[src/rtl/aux_sysctl_pkg.sv]
package aux_sysctl_pkg;
  typedef enum logic [2:0] {
    SEL_CFG   = 3'd0,
    SEL_DIAG  = 3'd1,
    SEL_MODEM = 3'd2,
    SEL_LED   = 3'd3,
    SEL_AUX   = 3'd4,
    SEL_PWR   = 3'd5,
    SEL_SYS   = 3'd6,
    SEL_IDLE  = 3'd7
  } reg_sel_e;

  localparam int BYTE_W       = 8;
  localparam int CFG_PIE_BIT  = 3;
  localparam int AUX_TC_BIT   = 1;
  localparam int PWR_OFF_BIT  = 0;
  localparam int PWR_CLR_BIT  = 1;
  localparam int PWR_FLAG_BIT = 5;
  localparam int SYS_RST_BIT  = 0;
  localparam int SYS_STAT_BIT = 1;
endpackage

[src/rtl/aux_pf_sync.sv]
module aux_pf_sync #(
  parameter int STAGES = 2
) (
  input  logic clk,
  input  logic rst_n,
  input  logic async_in,
  output logic level_out,
  output logic change_out
);
  logic [STAGES-1:0] chain;
  logic              prev_q;

  generate
    if (STAGES == 1) begin : g_one
      always_ff @(posedge clk) begin
        if (!rst_n) chain <= '0;
        else        chain <= async_in;
      end
    end else begin : g_many
      always_ff @(posedge clk) begin
        if (!rst_n) chain <= '0;
        else        chain <= {chain[STAGES-2:0], async_in};
      end
    end
  endgenerate

  always_ff @(posedge clk) begin
    if (!rst_n) prev_q <= 1'b0;
    else        prev_q <= chain[STAGES-1];
  end

  assign level_out  = chain[STAGES-1];
  assign change_out = chain[STAGES-1] ^ prev_q;
endmodule

[src/rtl/aux_pwr_ctl.sv]
module aux_pwr_ctl
  import aux_sysctl_pkg::*;
(
  input  logic              clk,
  input  logic              rst_n,
  input  logic              soft_rst,
  input  logic              pie,
  input  logic              pf_level,
  input  logic              pf_change,
  input  logic              wr_en,
  input  logic [BYTE_W-1:0] wr_data,
  output logic [BYTE_W-1:0] pwr_q,
  output logic              shutdown,
  output logic              irq
);
  logic flag_q, off_q;
  logic flag_evt, flag_d;

  always_comb begin
    flag_evt = pf_change ? (pf_level & pie) : flag_q;
    flag_d   = (wr_en && wr_data[PWR_CLR_BIT]) ? 1'b0 : flag_evt;
  end

  always_ff @(posedge clk) begin
    if (!rst_n || soft_rst) begin
      flag_q   <= 1'b0;
      off_q    <= 1'b0;
      shutdown <= 1'b0;
    end else begin
      flag_q   <= flag_d;
      shutdown <= wr_en & wr_data[PWR_OFF_BIT];
      if (wr_en) off_q <= wr_data[PWR_OFF_BIT];
    end
  end

  always_comb begin
    pwr_q               = '0;
    pwr_q[PWR_FLAG_BIT] = flag_q;
    pwr_q[PWR_OFF_BIT]  = off_q;
  end

  assign irq = flag_q & pie;

  assert_flag_gated_R2: assert property (@(posedge clk) disable iff (!rst_n)
    $rose(flag_q) |-> $past(pie) && $past(pf_level));

  assert_clear_wins_R3: assert property (@(posedge clk) disable iff (!rst_n)
    $past(wr_en && wr_data[PWR_CLR_BIT]) |-> !flag_q);

  assert_shutdown_src_R4: assert property (@(posedge clk) disable iff (!rst_n)
    shutdown |-> $past(wr_en && wr_data[PWR_OFF_BIT] && !soft_rst));
endmodule

[src/rtl/aux_rd_mux.sv]
module aux_rd_mux
  import aux_sysctl_pkg::*;
#(
  parameter int DATA_W = 32,
  parameter int LED_W  = 16
) (
  input  logic [2:0]        sel,
  input  logic [1:0]        offset,
  input  logic [BYTE_W-1:0] cfg_q,
  input  logic [BYTE_W-1:0] diag_q,
  input  logic [BYTE_W-1:0] modem_q,
  input  logic [LED_W-1:0]  led_q,
  input  logic [BYTE_W-1:0] aux_q,
  input  logic [BYTE_W-1:0] pwr_q,
  input  logic [DATA_W-1:0] sys_q,
  output logic [DATA_W-1:0] rdata
);
  always_comb begin
    rdata = '0;
    unique case (reg_sel_e'(sel))
      SEL_CFG:   rdata[BYTE_W-1:0] = cfg_q;
      SEL_DIAG:  rdata[BYTE_W-1:0] = diag_q;
      SEL_MODEM: rdata[BYTE_W-1:0] = modem_q;
      SEL_LED:   rdata[LED_W-1:0]  = led_q;
      SEL_AUX:   rdata[BYTE_W-1:0] = aux_q;
      SEL_PWR:   rdata[BYTE_W-1:0] = pwr_q;
      SEL_SYS:   rdata = (offset == 2'd0) ? sys_q : '0;
      SEL_IDLE:  rdata = '0;
      default:   rdata = '0;
    endcase
  end
endmodule

[src/rtl/aux_sysctl_regs.sv]
module aux_sysctl_regs
  import aux_sysctl_pkg::*;
#(
  parameter int DATA_W      = 32,
  parameter int LED_W       = 16,
  parameter int SYNC_STAGES = 2
) (
  input  logic              clk,
  input  logic              rst_cold_n,
  input  logic              soft_rst,
  input  logic              req_valid,
  input  logic              req_write,
  input  logic [2:0]        req_sel,
  input  logic [1:0]        req_offset,
  input  logic [DATA_W-1:0] req_wdata,
  input  logic              pwr_fail_in,
  output logic              rsp_valid,
  output logic [DATA_W-1:0] rsp_rdata,
  output logic              irq,
  output logic              tc_pulse,
  output logic              shutdown_req,
  output logic              reset_req,
  output logic              halt_req
);
  localparam logic [DATA_W-1:0] SYS_STATUS = DATA_W'(1) << SYS_STAT_BIT;
  localparam logic [BYTE_W-1:0] AUX_KEEP   = ~(BYTE_W'(1) << AUX_TC_BIT);

  logic [BYTE_W-1:0] cfg_q, diag_q, modem_q, aux_q, pwr_q;
  logic [LED_W-1:0]  led_q;
  logic [DATA_W-1:0] sys_q, mux_data;
  logic              wr, rd, pf_level, pf_change;
  reg_sel_e          sel;

  assign sel = reg_sel_e'(req_sel);
  assign wr  = req_valid &  req_write & ~soft_rst;
  assign rd  = req_valid & ~req_write & ~soft_rst;

  aux_pf_sync #(.STAGES(SYNC_STAGES)) u_pf_sync (
    .clk        (clk),
    .rst_n      (rst_cold_n),
    .async_in   (pwr_fail_in),
    .level_out  (pf_level),
    .change_out (pf_change)
  );

  aux_pwr_ctl u_pwr (
    .clk       (clk),
    .rst_n     (rst_cold_n),
    .soft_rst  (soft_rst),
    .pie       (cfg_q[CFG_PIE_BIT]),
    .pf_level  (pf_level),
    .pf_change (pf_change),
    .wr_en     (wr && sel == SEL_PWR),
    .wr_data   (req_wdata[BYTE_W-1:0]),
    .pwr_q     (pwr_q),
    .shutdown  (shutdown_req),
    .irq       (irq)
  );

  // registers cleared by the soft block reset
  always_ff @(posedge clk) begin
    if (!rst_cold_n || soft_rst) begin
      cfg_q    <= '0;
      modem_q  <= '0;
      aux_q    <= '0;
      tc_pulse <= 1'b0;
    end else begin
      tc_pulse <= wr && sel == SEL_AUX && req_wdata[AUX_TC_BIT];
      if (wr && sel == SEL_CFG)   cfg_q   <= req_wdata[BYTE_W-1:0];
      if (wr && sel == SEL_MODEM) modem_q <= req_wdata[BYTE_W-1:0];
      if (wr && sel == SEL_AUX)   aux_q   <= req_wdata[BYTE_W-1:0] & AUX_KEEP;
    end
  end

  // registers kept across the soft block reset
  always_ff @(posedge clk) begin
    if (!rst_cold_n) begin
      diag_q <= '0;
      led_q  <= '0;
      sys_q  <= '0;
    end else begin
      if (wr && sel == SEL_DIAG) diag_q <= req_wdata[BYTE_W-1:0];
      if (wr && sel == SEL_LED)  led_q  <= req_wdata[LED_W-1:0];
      if (wr && sel == SEL_SYS && req_offset == 2'd0 && req_wdata[SYS_RST_BIT])
        sys_q <= SYS_STATUS;
    end
  end

  always_ff @(posedge clk) begin
    if (!rst_cold_n || soft_rst) begin
      reset_req <= 1'b0;
      halt_req  <= 1'b0;
    end else begin
      reset_req <= wr && sel == SEL_SYS && req_offset == 2'd0 && req_wdata[SYS_RST_BIT];
      halt_req  <= wr && sel == SEL_IDLE;
    end
  end

  aux_rd_mux #(.DATA_W(DATA_W), .LED_W(LED_W)) u_mux (
    .sel     (req_sel),
    .offset  (req_offset),
    .cfg_q   (cfg_q),
    .diag_q  (diag_q),
    .modem_q (modem_q),
    .led_q   (led_q),
    .aux_q   (aux_q),
    .pwr_q   (pwr_q),
    .sys_q   (sys_q),
    .rdata   (mux_data)
  );

  always_ff @(posedge clk) begin
    if (!rst_cold_n) begin
      rsp_valid <= 1'b0;
      rsp_rdata <= '0;
    end else begin
      rsp_valid <= rd;
      if (rd) rsp_rdata <= mux_data;
    end
  end

  assert_irq_cause_R1: assert property (@(posedge clk) disable iff (!rst_cold_n)
    $rose(irq) |-> $past(pf_change || (wr && sel == SEL_CFG)));

  assert_irq_needs_enable_R1: assert property (@(posedge clk) disable iff (!rst_cold_n)
    irq |-> cfg_q[CFG_PIE_BIT]);

  assert_tc_src_R5: assert property (@(posedge clk) disable iff (!rst_cold_n)
    tc_pulse |-> $past(req_valid && req_write && !soft_rst && req_sel == 3'd4 && req_wdata[AUX_TC_BIT]));

  assert_tc_not_stored_R5: assert property (@(posedge clk) disable iff (!rst_cold_n)
    !aux_q[AUX_TC_BIT]);

  assert_reset_status_R6: assert property (@(posedge clk) disable iff (!rst_cold_n)
    reset_req |-> sys_q == SYS_STATUS);

  assert_halt_src_R7: assert property (@(posedge clk) disable iff (!rst_cold_n)
    halt_req |-> $past(req_valid && req_write && !soft_rst && req_sel == 3'd7));

  assert_soft_clear_R8: assert property (@(posedge clk) disable iff (!rst_cold_n)
    $past(soft_rst) |-> cfg_q == '0 && aux_q == '0 && modem_q == '0 && pwr_q == '0);

  assert_soft_keep_R8: assert property (@(posedge clk) disable iff (!rst_cold_n)
    $past(soft_rst) |-> $stable(diag_q) && $stable(sys_q) && $stable(led_q));

  assert_rsp_src_R10: assert property (@(posedge clk) disable iff (!rst_cold_n)
    rsp_valid |-> $past(req_valid && !req_write && !soft_rst));
endmodule

[config.mk]
export PLATFORM = sky130hd
export DESIGN_NAME = aux_sysctl_regs
export DESIGN_NICKNAME = d
export VERILOG_FILES = /design/src/rtl/aux_sysctl_pkg.sv /design/src/rtl/aux_pf_sync.sv /design/src/rtl/aux_pwr_ctl.sv /design/src/rtl/aux_rd_mux.sv /design/src/rtl/aux_sysctl_regs.sv
export SDC_FILE = /design/constraint.sdc
export NUM_CORES = 1
export LEC_CHECK = 0
export CORE_MARGIN = 2
export CORE_UTILIZATION = 55
export CTS_CLUSTER_DIAMETER = 50
export DETAILED_ROUTE_END_ITERATION = 6
export DONT_BUFFER_PORTS = 1
export PLACE_DENSITY = 0.7
export SLEW_MARGIN = 10
export SYNTH_ARGS = -nofsm -noshare
export SYNTH_HDL_FRONTEND = slang
export SYNTH_HIERARCHICAL = 1
export SYNTH_SLANG_ARGS = --single-unit
[constraint.sdc]
create_clock -name clk -period 1.68 [get_ports clk]
set_input_delay 0.168 -clock clk [delete_from_list [all_inputs] [get_ports clk]]
set_output_delay 0.168 -clock clk [all_outputs]
set_load 0.005 [all_outputs]
Word-level counts from Yosys, hierarchy flattened
Cells that the tools add are included.
{"block": "totals", "reg_bits": 90, "mem_bits_ro": 0, "wordCells": 54, "mem_bits_rw": 0, "out_inout_bits": 38, "latch_bits": 0, "input_bits": 43, "memories": 0}
{"block": "classes", "eq_ne": 7, "n_mux": 4, "n_reduce_logical": 17, "n_div": 0, "multipliers": 0, "shift": 0, "n_bitwise": 10, "n_addsub": 0, "n_lt_le_gt_ge": 0}
{"cell": "$pmux 8 s8", "count": 1}
{"cell": "$mux 16", "count": 1}
{"cell": "$pmux 8 s2", "count": 1}
{"cell": "$eq 3x3->1 const B", "count": 4}
{"cell": "$logic_and 1x1->1", "count": 12}
{"cell": "$and 1x1->1", "count": 7}
{"cell": "$eq 3x2->1 const B", "count": 2}
{"cell": "$eq 3x1->1 const B", "count": 1}
{"cell": "$logic_not 3->1", "count": 1}
{"cell": "$logic_not 2->1", "count": 1}
{"cell": "$mux 2", "count": 1}
{"cell": "$not 1->1", "count": 2}
{"cell": "$reduce_or 2->1", "count": 1}
{"cell": "$logic_not 1->1", "count": 1}
{"cell": "$logic_or 1x1->1", "count": 1}
{"cell": "$xor 1x1->1", "count": 1}

Logic depth before layout (Yosys ltp)
Gate-level depths: netlist (run 1).
{"block": "logic_depth", "depth_word": 5, "mapped_depth": 7, "mapped_depth_nobuf": 5}

Modules after synthesis
Netlist (run 1), hierarchy kept.
{"module": "aux_sysctl_regs", "n_inst": 1, "area_per_inst_um2": 3215.6, "cells_each": 346, "seq_area_each_um2": 1681.6}
{"module": "aux_rd_mux", "n_inst": 1, "area_per_inst_um2": 743.2, "cells_each": 102, "seq_area_each_um2": 0.0}
{"module": "aux_pwr_ctl", "n_inst": 1, "area_per_inst_um2": 188.9, "cells_each": 21, "seq_area_each_um2": 60.1}
{"module": "aux_pf_sync", "n_inst": 1, "area_per_inst_um2": 88.8, "cells_each": 7, "seq_area_each_um2": 60.1}

Worst setup path before layout (run 1)
Ideal clock, no wire load.
{"block": "synth_timing", "path_kind": "input-to-reg", "from": "input port req_sel[0]", "to": "register rsp_rdata[0]", "setup_slack_ns": 0.413, "stages": 6, "required_ns": 1.558, "setup_time_ns": 0.122, "arrival_ns": 1.145, "path_buffers": 1, "cell_sequence": "buf_6 -> mux2_2 -> a32o_1 -> a221o_1 -> nand2_1 -> a21boi_0"}
{"block": "synth_via", "elab_chain_len": 2, "elab_cells_between_ends": 9, "cone_classes": "eq/ne: 7; mux: 1; reduce/logical: 1"}
{"item": "from (decl)", "line": "aux_sysctl_regs.sv:13", "rtl": "input logic [2:0] req_sel,"}
{"item": "$eq 3x3->1, or another cell as far along", "line": "aux_rd_mux.sv:20", "rtl": "unique case (reg_sel_e'(sel))"}
{"item": "$pmux 8 s8 *", "line": "aux_rd_mux.sv:20"}
{"item": "net mux_data[0]", "line": "aux_sysctl_regs.sv:30", "rtl": "logic [DATA_W-1:0] sys_q, mux_data;"}
{"item": "to (signal assigned)", "line": "aux_sysctl_regs.sv:118", "rtl": "if (rd) rsp_rdata <= mux_data;"}
{"item": "to (decl)", "line": "aux_sysctl_regs.sv:18", "rtl": "output logic [DATA_W-1:0] rsp_rdata,"}
The timed path passes the listed nets; every way through them passes the cells marked *.
A chain may end at the register's enable or synchronous reset.

Final worst setup path (run 1)
{"block": "layout_timing", "from": "register u_pf_sync.chain[1]", "to": "register u_pwr.flag_q"}
{"block": "layout_via", "elab_chain_len": 1, "elab_cells_between_ends": 2, "cone_classes": "bitwise: 2"}
{"item": "from (decl)", "line": "aux_pf_sync.sv:10", "rtl": "logic [STAGES-1:0] chain;"}
{"item": "from (signal assigned)", "line": "aux_pf_sync.sv:22", "rtl": "else chain <= {chain[STAGES-2:0], async_in};"}
{"item": "$xor 1x1->1", "line": "aux_pf_sync.sv:33", "rtl": "assign change_out = chain[STAGES-1] ^ prev_q;"}
{"item": "net pf_change", "line": "aux_sysctl_regs.sv:31", "rtl": "logic wr, rd, pf_level, pf_change;"}
{"item": "to (signal assigned)", "line": "aux_pwr_ctl.sv:30", "rtl": "flag_q <= flag_d;"}
{"item": "to (decl)", "line": "aux_pwr_ctl.sv:16", "rtl": "logic flag_q, off_q;"}
The timed path passes the listed nets, and every way through them passes these cells.

==> impl_metrics.toml, run 1 <==
[synthesis]
synthTopCellsByArea = "dfxtp_1 (43%), nand2_1 (13%), mux2i_1 (11%), a21boi_0 (4.8%), mux2_2 (2.9%)"
synth_top_family_by_area = "simple AND/OR/NAND/NOR gates"
syn-cell-area_um2 = 4240
synth_warnings = 6
synth_fa_ha_area_share_pct = 0
synth_ff_type = "dfxtp_1"
ys_types = 50
syn_area_per_cell_um2 = 8.90
yosysTopAreaCellShare_pct = 42.5
yosysTopAreaCell = "dfxtp_1"
synth-xor-area-share_pct = 0.207
syn_inst = 476
synth_compound_area_share_pct = 12.8
muxShareOfSynthArea_pct = 14.3
yosysSeqAreaShare_pct = 42.5
synth_simple_gate_area_share_pct = 23.4
synth_edf_count = 0
async_flop_share_pct = 0
ys_ff_latch = 90

[pwr]
powerDensity_nw_per_um2 = 884
vdd_drop_max_v = 0.000401
p_total_uw = 4220
power_leakage_uw = 0.00196

[routing]
first_pass_iters = 4
ant_nets = 0
drc = 0
viasPerCell = 5.26
drt_iter0_drc = 189
via_count = 3242
drt-total-wl_mm = 9.21
wl_per_cell_um = 14.9

[clocking]
post-cts-setup-buffer-count = 0
cts_tree = "yes"
cts_root_buf = "clkbuf_8"
cts-htree-levels = 3
cts_sinks = 90
cts_buffers = 9
path_clk_slew_ns = 0.09
clock_latency_ns = 0.35
cts_buffer_depth = 2

[cells_and_area]
multi_input_area_um2 = 2290
final_cells = 616
fillerInstances = 690
regArea_um2 = 1800
fin_nets = 552
antenna_cells = 0
area_growth_pct = 12.8
drive_gt1_share_pct = 8.75
fin_util_pct = 62.8

[grt]
grtUsageMet3_pct = 3.37
grt_max_degree = 79
grt_pass1_wl_mm = 15.5
use_met1_pct = 29.4
busiest_layer = "met2"
grt_pass1_vias = 3207
grtUsageMet2_pct = 38.3
grt_overflow = 0
antenna_found_initial = 0
gr-usage-all-layers_pct = 22.6

[die]
ioPinCount = 81
die_width_um = 91.8
start_util_pct = 55.7
dieHeight_um = 91.8
rows = 32
dieArea_um2 = 8420
core-area_um2 = 7610

[timing]
finalSetupViolations = 0
skew_ns = 0.0104
maxSlewHeadroom_pct = 56.6
whs_ns = 0.0132
rsz0062_at_grt = "no"
period_minus_slack_ns = 1.54
slew_violations = 0
fmax_mhz = 650
period_share_pct = 91.5
final.setup.tns_ns = 0
worst_slew_pin_slew_ns = 0.651
hold_viol = 0

[placement]
dp.cells = 577
io_buffer_count = 0
hpwl_mm = 5.73
gp_congestion = 0.786

[critical_path]
rr_startpoint = "u_pf_sync/chain[1]$_SDFF_PN0_"
rr_worst_depth = 4
r2r-end = "u_pwr/flag_q$_SDFFE_PP0P_"
critPathMaxFanout = 3
critPathMaxStageDelay_ns = 0.56
crit_arrival_ns = 1.79
worstSetupPathType = "register to register"
crit_path_end_kind = "register"
cp-start-kind = "register"
worstPathRequired_ns = 1.93
r2r_slack_ns = 0.14
crit_start = "u_pf_sync/chain[1]$_SDFF_PN0_"
crit_end = "u_pwr/flag_q$_SDFFE_PP0P_"
crit_path_top_delay_cell = "dlygate4sd3_1"
cp_cell_sequence = "xor2_1 -> a21boi_0 -> a2111oi_2 -> dlygate4sd3_1"

[flow_run]
cap_violations = 0

[worst_hold_path]
hold_path.class = "input port to register"
min_path_cells = 2

[status]
status = "complete, no violations"
-- kinds of logic (layout without fill, tap and decap cells) --
family          Yosys count  count (layout)
compound gates           69              69
xor+xnor                  1               1
buf+inv                  46              48
flops                    90              90
mux                      59              59
other cells               2              38
simple gates            209             209
-- final cells by class --
type,instances,area share (%)
Clock buffer,9,2.59
Clock inverter,7,2.59
Inverter,2,0.157
Multi-Input combinational cell,376,48.0
Sequential cell,90,37.7
Tap cell,102,2.67
Timing Repair Buffer,30,6.29
-- metal layers --
| metal | up-vias | share of wire [%] |
|---|---|---|
| met4 | 0 | 1.3 |
| met5 | - | 0 |
| met3 | 11 | 4.3 |
| li1 | 1642 | - |
| met2 | 67 | 49 |
| met1 | 1522 | 46 |
-- stage by stage --
stage / setup WS, ns / area [um2]
floorplan: 0.413 / 4370
CTS: 0.142 / 4780
global route: 0.0297 / 4780
global placement: 0.401 / 4280
finish: 0.142 / 4780
detailed placement: 0.350 / 4280
-- cell usage after synthesis, drive strengths merged (2+ instances only) --
| cell type | count |
|---|---|
| nand2b | 2 |
| and3 | 20 |
| a22o | 8 |
| clkbuf | 12 |
| o211ai | 3 |
| conb | 2 |
| mux2i | 48 |
| and2 | 6 |
| and3b | 2 |
| a22oi | 9 |
| nor3b | 5 |
| mux2 | 11 |
| nand2 | 143 |
| a211o | 3 |
| and4bb | 2 |
| nor2b | 5 |
| nand3 | 7 |
| inv | 2 |
| a21boi | 33 |
| dfxtp | 90 |
| nand3b | 2 |
| a31oi | 4 |
| buf | 32 |
| nor2 | 10 |
-- where the power goes --
group | switching (uW) | total [uW] | internal, uW
sequential | 8.65 | 2150 | 2150
combinational | 141 | 262 | 122
clock | 806 | 1810 | 1000
total | 955 | 4220 | 3270
-- flip-flops by register name, summed over array words and instances (netlist names), 2 cells and up --
signal and cells:
aux_q 7, modem_q 8, diag_q 8, led_q 16
u_pf_sync/chain 2, rsp_rdata 32, cfg_q 8
-- cells in the final DEF, fill, tap and decap left out, types with 8 or more instances in the layout --
master,count
nand2_1,143
dfxtp_1,90
mux2i_1,48
conb_1,38
a21boi_0,27
dlygate4sd3_1,22
and3_1,19
mux2_2,11
nor2_1,10
clkbuf_8,9
a22oi_1,9
a22o_1,8
-- worst min path at each step --
stage / startpoint / endpoint
after global routing: req_wdata[7] / cfg_q[7]$_SDFFE_PP0P_
after detailed placement: req_wdata[1] / u_pwr/flag_q$_SDFFE_PP0P_
after floorplan: req_wdata[1] / u_pwr/flag_q$_SDFFE_PP0P_
after CTS: req_wdata[3] / modem_q[3]$_SDFFE_PP0P_
after global placement: req_wdata[1] / u_pwr/flag_q$_SDFFE_PP0P_
final: req_wdata[3] / modem_q[3]$_SDFFE_PP0P_
-- worst max-delay path, delay by kind of cell (launching register included) --
family / cells / cell delay (ns)
AO/OA/AOI/OAI: 2 / 0.32
buffers and inverters: 1 / 0.56
flip-flops: 1 / 0.36
XOR/XNOR: 1 / 0.19
-- what timing repair did --
item / in CTS / in global routing
hold endpoints to repair: 70 / 0
gates resized for setup: 0 / 0
hold buffers: 23 / 0
Power figures use the tool's default switching activity.
==> run 2, diff against run 1 <==
Settings changed: CORE_UTILIZATION 55 to 64, HOLD_SLACK_MARGIN from default to 0.06, PLACE_DENSITY 0.7 to 0.8.
==> impl_metrics.toml, run 2 (synthesized netlist as in run 1, its figures left out) <==
[placement]
gp_congestion = 0.795
io_buffer_count = 0
hpwl_mm = 5.94
place_area_um2 = 4270
dp.cells = 554

[cells_and_area]
largest_reg_flops = 32
final_cells = 592
final_common_cell = "nand2_1"
largest_register = "rsp_rdata"
design_area_um2 = 4730
multi_input_area_um2 = 2290
fin_nets = 554
mostFrequentLayoutCells = "nand2_1 (143), dfxtp_1 (90), mux2i_1 (48), conb_1 (38), a21boi_0 (27)"
drive_gt1_share_pct = 8.74
regArea_um2 = 1800
reg.largest.list = "rsp_rdata (32), led_q (16)"
area_growth_pct = 11.7
antenna_cells = 0
fillerInstances = 481

[timing]
skew_ns = 0.0112
worst_slew_pin_slew_ns = 0.674
finalSetupViolations = 0
slew_violations = 0
hold_viol = 0
maxSlewHeadroom_pct = 55.0
final.setup.tns_ns = 0
period_share_pct = 93.6
period_minus_slack_ns = 1.57
fmax_mhz = 636
rsz0062_at_grt = "no"

[die]
start_util_pct = 66.3
core-area_um2 = 6390
dieHeight_um = 85.4
ioPinCount = 81
rows = 29
die_width_um = 85.4
dieArea_um2 = 7290

[grt]
grt_max_degree = 79
grt_overflow = 0
gr-usage-all-layers_pct = 27.4
grt_pass1_wl_mm = 15.8
grt_pass1_vias = 3317
antenna_found_initial = 0

[clocking]
clock_latency_ns = 0.36
cts-htree-levels = 3
cts_buffer_depth = 2
post_cts_resized = 0
cts_root_buf = "clkbuf_8"
path_clk_slew_ns = 0.09
cts_tree = "yes"
cts_sinks = 90
cts_buffers = 9

[pwr]
power_leakage_uw = 0.00195
powerDensity_nw_per_um2 = 855
vdd_drop_max_v = 0.000640
p_total_uw = 4050

[routing]
drc = 0
ant_nets = 0
drt_iter0_drc = 194
wl_per_cell_um = 16.2
drt-total-wl_mm = 9.59
first_pass_iters = 4
viasPerCell = 5.68
via_count = 3364

[flow_run]
cap_violations = 0

[critical_path]
cp_cell_sequence = "xor2_1 -> a21boi_0 -> a2111oi_2 -> dlygate4sd3_1"
worstPathRequired_ns = 1.99
crit_path_top_delay_cell = "dlygate4sd3_1"
crit_path_end_kind = "register"
cp.buffers_inverters = 1
worstSetupPathType = "register to register"
critPathMaxFanout = 3
crit_family = "buffers and inverters"
critPathMaxStageDelay_ns = 0.58
crit_start = "u_pf_sync/chain[1]$_SDFF_PN0_"
crit_arrival_ns = 1.88
rr_startpoint = "u_pf_sync/chain[1]$_SDFF_PN0_"
r2r_slack_ns = 0.11
cp-start-kind = "register"

[worst_hold_path]
hold_path.class = "input port to register"
min_from = "req_sel[2]"

[status]
status = "complete, no violations"
## run 2: cell types whose count changed in the layout (fill, tap and decap cells not counted), sizes merged
cell | previous run | this run
buf | 8 | 10
inv | 4 | 2
clkbuf | 9 | 11
bufinv | 3 | 2
## run 2: final timing paths
path | depth (start not counted) | endpoint
worst max-delay path | 4 | u_pwr/flag_q$_SDFFE_PP0P_
worst min-delay path | 3 | rsp_rdata[5]$_SDFFE_PN0P_
worst max register to register | 4 | u_pwr/flag_q$_SDFFE_PP0P_
worst min register to register | 1 | u_pf_sync/chain[1]$_SDFF_PN0_
## run 2: timing repair
| item | in CTS | in global routing |
|---|---|---|
| hold buffers | 23 | 0 |
| setup buffers | 0 | 0 |
| endpoints found under the hold margin | 90 | 0 |
| setup endpoints to repair | 0 | 0 |
## run 2: per-stage QoR
stage | hold WS, ns | setup slack, ns | utilization [%]
2_1_floorplan | 0.264 | 0.413 | -
3_3_place_gp | 0.266 | 0.401 | 66.8
3_5_place_dp | 0.274 | 0.367 | 66.8
4_1_cts | 0.0634 | 0.112 | 74.1
5_1_grt | 0.0753 | 0.0504 | 74.1
6_report | 0.0692 | 0.108 | 74.1
## run 2: cell type report
cell class              count  share of cell area (%)
inverters                   2                   0.159
repair buffers             32                    6.66
multi-input cells         376                    48.5
clock buffers              11                    2.99
well taps                  77                    2.04
flip-flops and latches     90                    38.1
clock inverters             4                    1.61
## run 2: power by group
group          leakage (uW)  internal (uW)  switching, uW
Sequential         0.000726           2150           8.53
Combinational       0.00112            125            148
Clock              0.000106            874            746
Total               0.00195           3140            902
## run 2: worst reg2reg max path: stages (launching register included)
cell           delay [ns]
dfxtp_1              0.34
xor2_1               0.16
a21boi_0             0.14
a2111oi_2            0.30
dlygate4sd3_1        0.58
## run 2: layer usage
metal / up-vias / routed length [um] / track usage [%]
met3: 20 / 685 / 6.91
met5: - / 0 / 0
met1: 1599 / 4080 / 34.9
met2: 105 / 4600 / 44.3
li1: 1640 / - / -
met4: 0 / 224 / 11.7
==> run 3, diff against run 2 <==
Settings changed: MAX_ROUTING_LAYER from default to met4.
==> impl_metrics.toml, run 3 (synthesized netlist as in run 1, its figures left out) <==
[status]
status = "complete, no violations"

[timing]
skew_ns = 0.0136
finalSetupViolations = 0
worst_slew_pin_slew_ns = 0.679
hold_viol = 0
final.setup.tns_ns = 0
fmax_mhz = 637
period_minus_slack_ns = 1.57
slew_violations = 0
period_share_pct = 93.5
maxSlewHeadroom_pct = 54.7
fin_ws_ns = 0.110
rsz0062_at_grt = "no"

[routing]
via_count = 3368
first_pass_iters = 4
ant_nets = 0
drc = 0
wl_per_cell_um = 16.0
viasPerCell = 5.69
drt_iter0_drc = 220
drt-total-wl_mm = 9.49

[critical_path]
crit_path_end_kind = "register"
cp-start-kind = "register"
r2r-end = "u_pwr/flag_q$_SDFFE_PP0P_"
critPathMaxStageDelay_ns = 0.58
worstSetupPathType = "register to register"
rr_worst_depth = 4
crit_arrival_ns = 1.88
worstPathRequired_ns = 1.99
crit_path_top_delay_cell = "dlygate4sd3_1"
r2r_slack_ns = 0.11
cp_cell_sequence = "xor2_1 -> a21boi_0 -> a2111oi_2 -> dlygate4sd3_1"
rr_startpoint = "u_pf_sync/chain[1]$_SDFF_PN0_"
critPathMaxFanout = 3

[cells_and_area]
drive_gt1_share_pct = 8.74
antenna_cells = 0
fin_nets = 554
fin_util_pct = 74.1
multi_input_area_um2 = 2290
mostFrequentLayoutCells = "nand2_1 (143), dfxtp_1 (90), mux2i_1 (48), conb_1 (38), a21boi_0 (27)"
final_common_cell = "nand2_1"
regArea_um2 = 1800
largest_register = "rsp_rdata"
reg.largest.list = "rsp_rdata (32), led_q (16)"
largest_reg_flops = 32
fillerInstances = 481
area_growth_pct = 11.7

[grt]
grt_overflow = 0
grt_max_degree = 79
grt_pass1_wl_mm = 15.8
antenna_found_initial = 0
gr-usage-all-layers_pct = 28.3
grt_pass1_vias = 3313

[pwr]
p_total_uw = 4040
vdd_drop_max_v = 0.000638
power_leakage_uw = 0.00195
powerDensity_nw_per_um2 = 855

[clocking]
cts_root_buf = "clkbuf_8"
cts_buffers = 9
cts_sinks = 90
clock_latency_ns = 0.36
cts_buffer_depth = 2
post-cts-setup-buffer-count = 0
cts-htree-levels = 3
path_clk_slew_ns = 0.09
cts_tree = "yes"

[die]
dieHeight_um = 85.4
die_width_um = 85.4
rows = 29
start_util_pct = 66.3
dieArea_um2 = 7290
ioPinCount = 81
core-area_um2 = 6390

[placement]
gp_congestion = 0.806
io_buffer_count = 0
hpwl_mm = 5.94
pre_cts_slack_ns = 0.367

[worst_hold_path]
min_path_cells = 3
hold_end = "rsp_rdata[3]$_SDFFE_PN0P_"
hold_path.class = "input port to register"
min_from = "req_sel[2]"

[flow_run]
cap_violations = 0
[run 3: area by class of cell]
class / instances / share of cell area [%]
clock inverters: 4 / 1.61
clock buffers: 11 / 2.99
repair buffers: 32 / 6.66
well taps: 77 / 2.04
multi-input cells: 376 / 48.5
inverters: 2 / 0.159
flip-flops and latches: 90 / 38.1
[run 3: worst max-delay path, delay by kind of cell, from the launching register on]
family                    cells  cell delay, ns
buffers and inverters         1            0.58
AOI/OAI and AO/OA             2            0.44
DFF                           1            0.34
xor gates and xnor gates      1            0.16
[run 3: metrics by stage]
step | hold slack [ns] | area (um2) | instances
after floorplan | 0.264 | 4370 | 512
after global placement | 0.266 | 4270 | 554
after detailed placement | 0.274 | 4270 | 554
after CTS | 0.0634 | 4730 | 592
after global routing | 0.0769 | 4730 | 592
final | 0.0716 | 4730 | 592
[run 3: how the worst max path moves through the flow]
stage                                       start                          to  slack (ns)  depth (start not counted)
finish              u_pf_sync/chain[1]$_SDFF_PN0_   u_pwr/flag_q$_SDFFE_PP0P_        0.11                          4
CTS                 u_pf_sync/chain[1]$_SDFF_PN0_   u_pwr/flag_q$_SDFFE_PP0P_        0.11                          4
detailed placement                       soft_rst  rsp_rdata[27]$_SDFFE_PN0P_        0.37                          3
global placement                         soft_rst  rsp_rdata[15]$_SDFFE_PN0P_        0.40                          3
floorplan                              req_sel[0]   rsp_rdata[0]$_SDFFE_PN0P_        0.41                          6
global route        u_pf_sync/chain[1]$_SDFF_PN0_   u_pwr/flag_q$_SDFFE_PP0P_        0.05                          4
[run 3: per-layer routing]
| layer | routed length, um | up-vias | GRT usage (%) |
|---|---|---|---|
| met3 | 648 | 19 | 6.23 |
| met5 | 0 | - | - |
| met2 | 4590 | 104 | 44.2 |
| li1 | - | 1640 | - |
| met1 | 4030 | 1605 | 35.1 |
| met4 | 228 | 0 | 12.6 |
[run 3: power breakdown]
group	internal (uW)	switching (uW)
combinational	125	147
clock	874	745
sequential	2150	8.52
total	3140	900
[run 3: timing repair]
action	CTS	global route
resized for setup	0	0
hold buffers	23	0
endpoints found under the hold margin	90	0
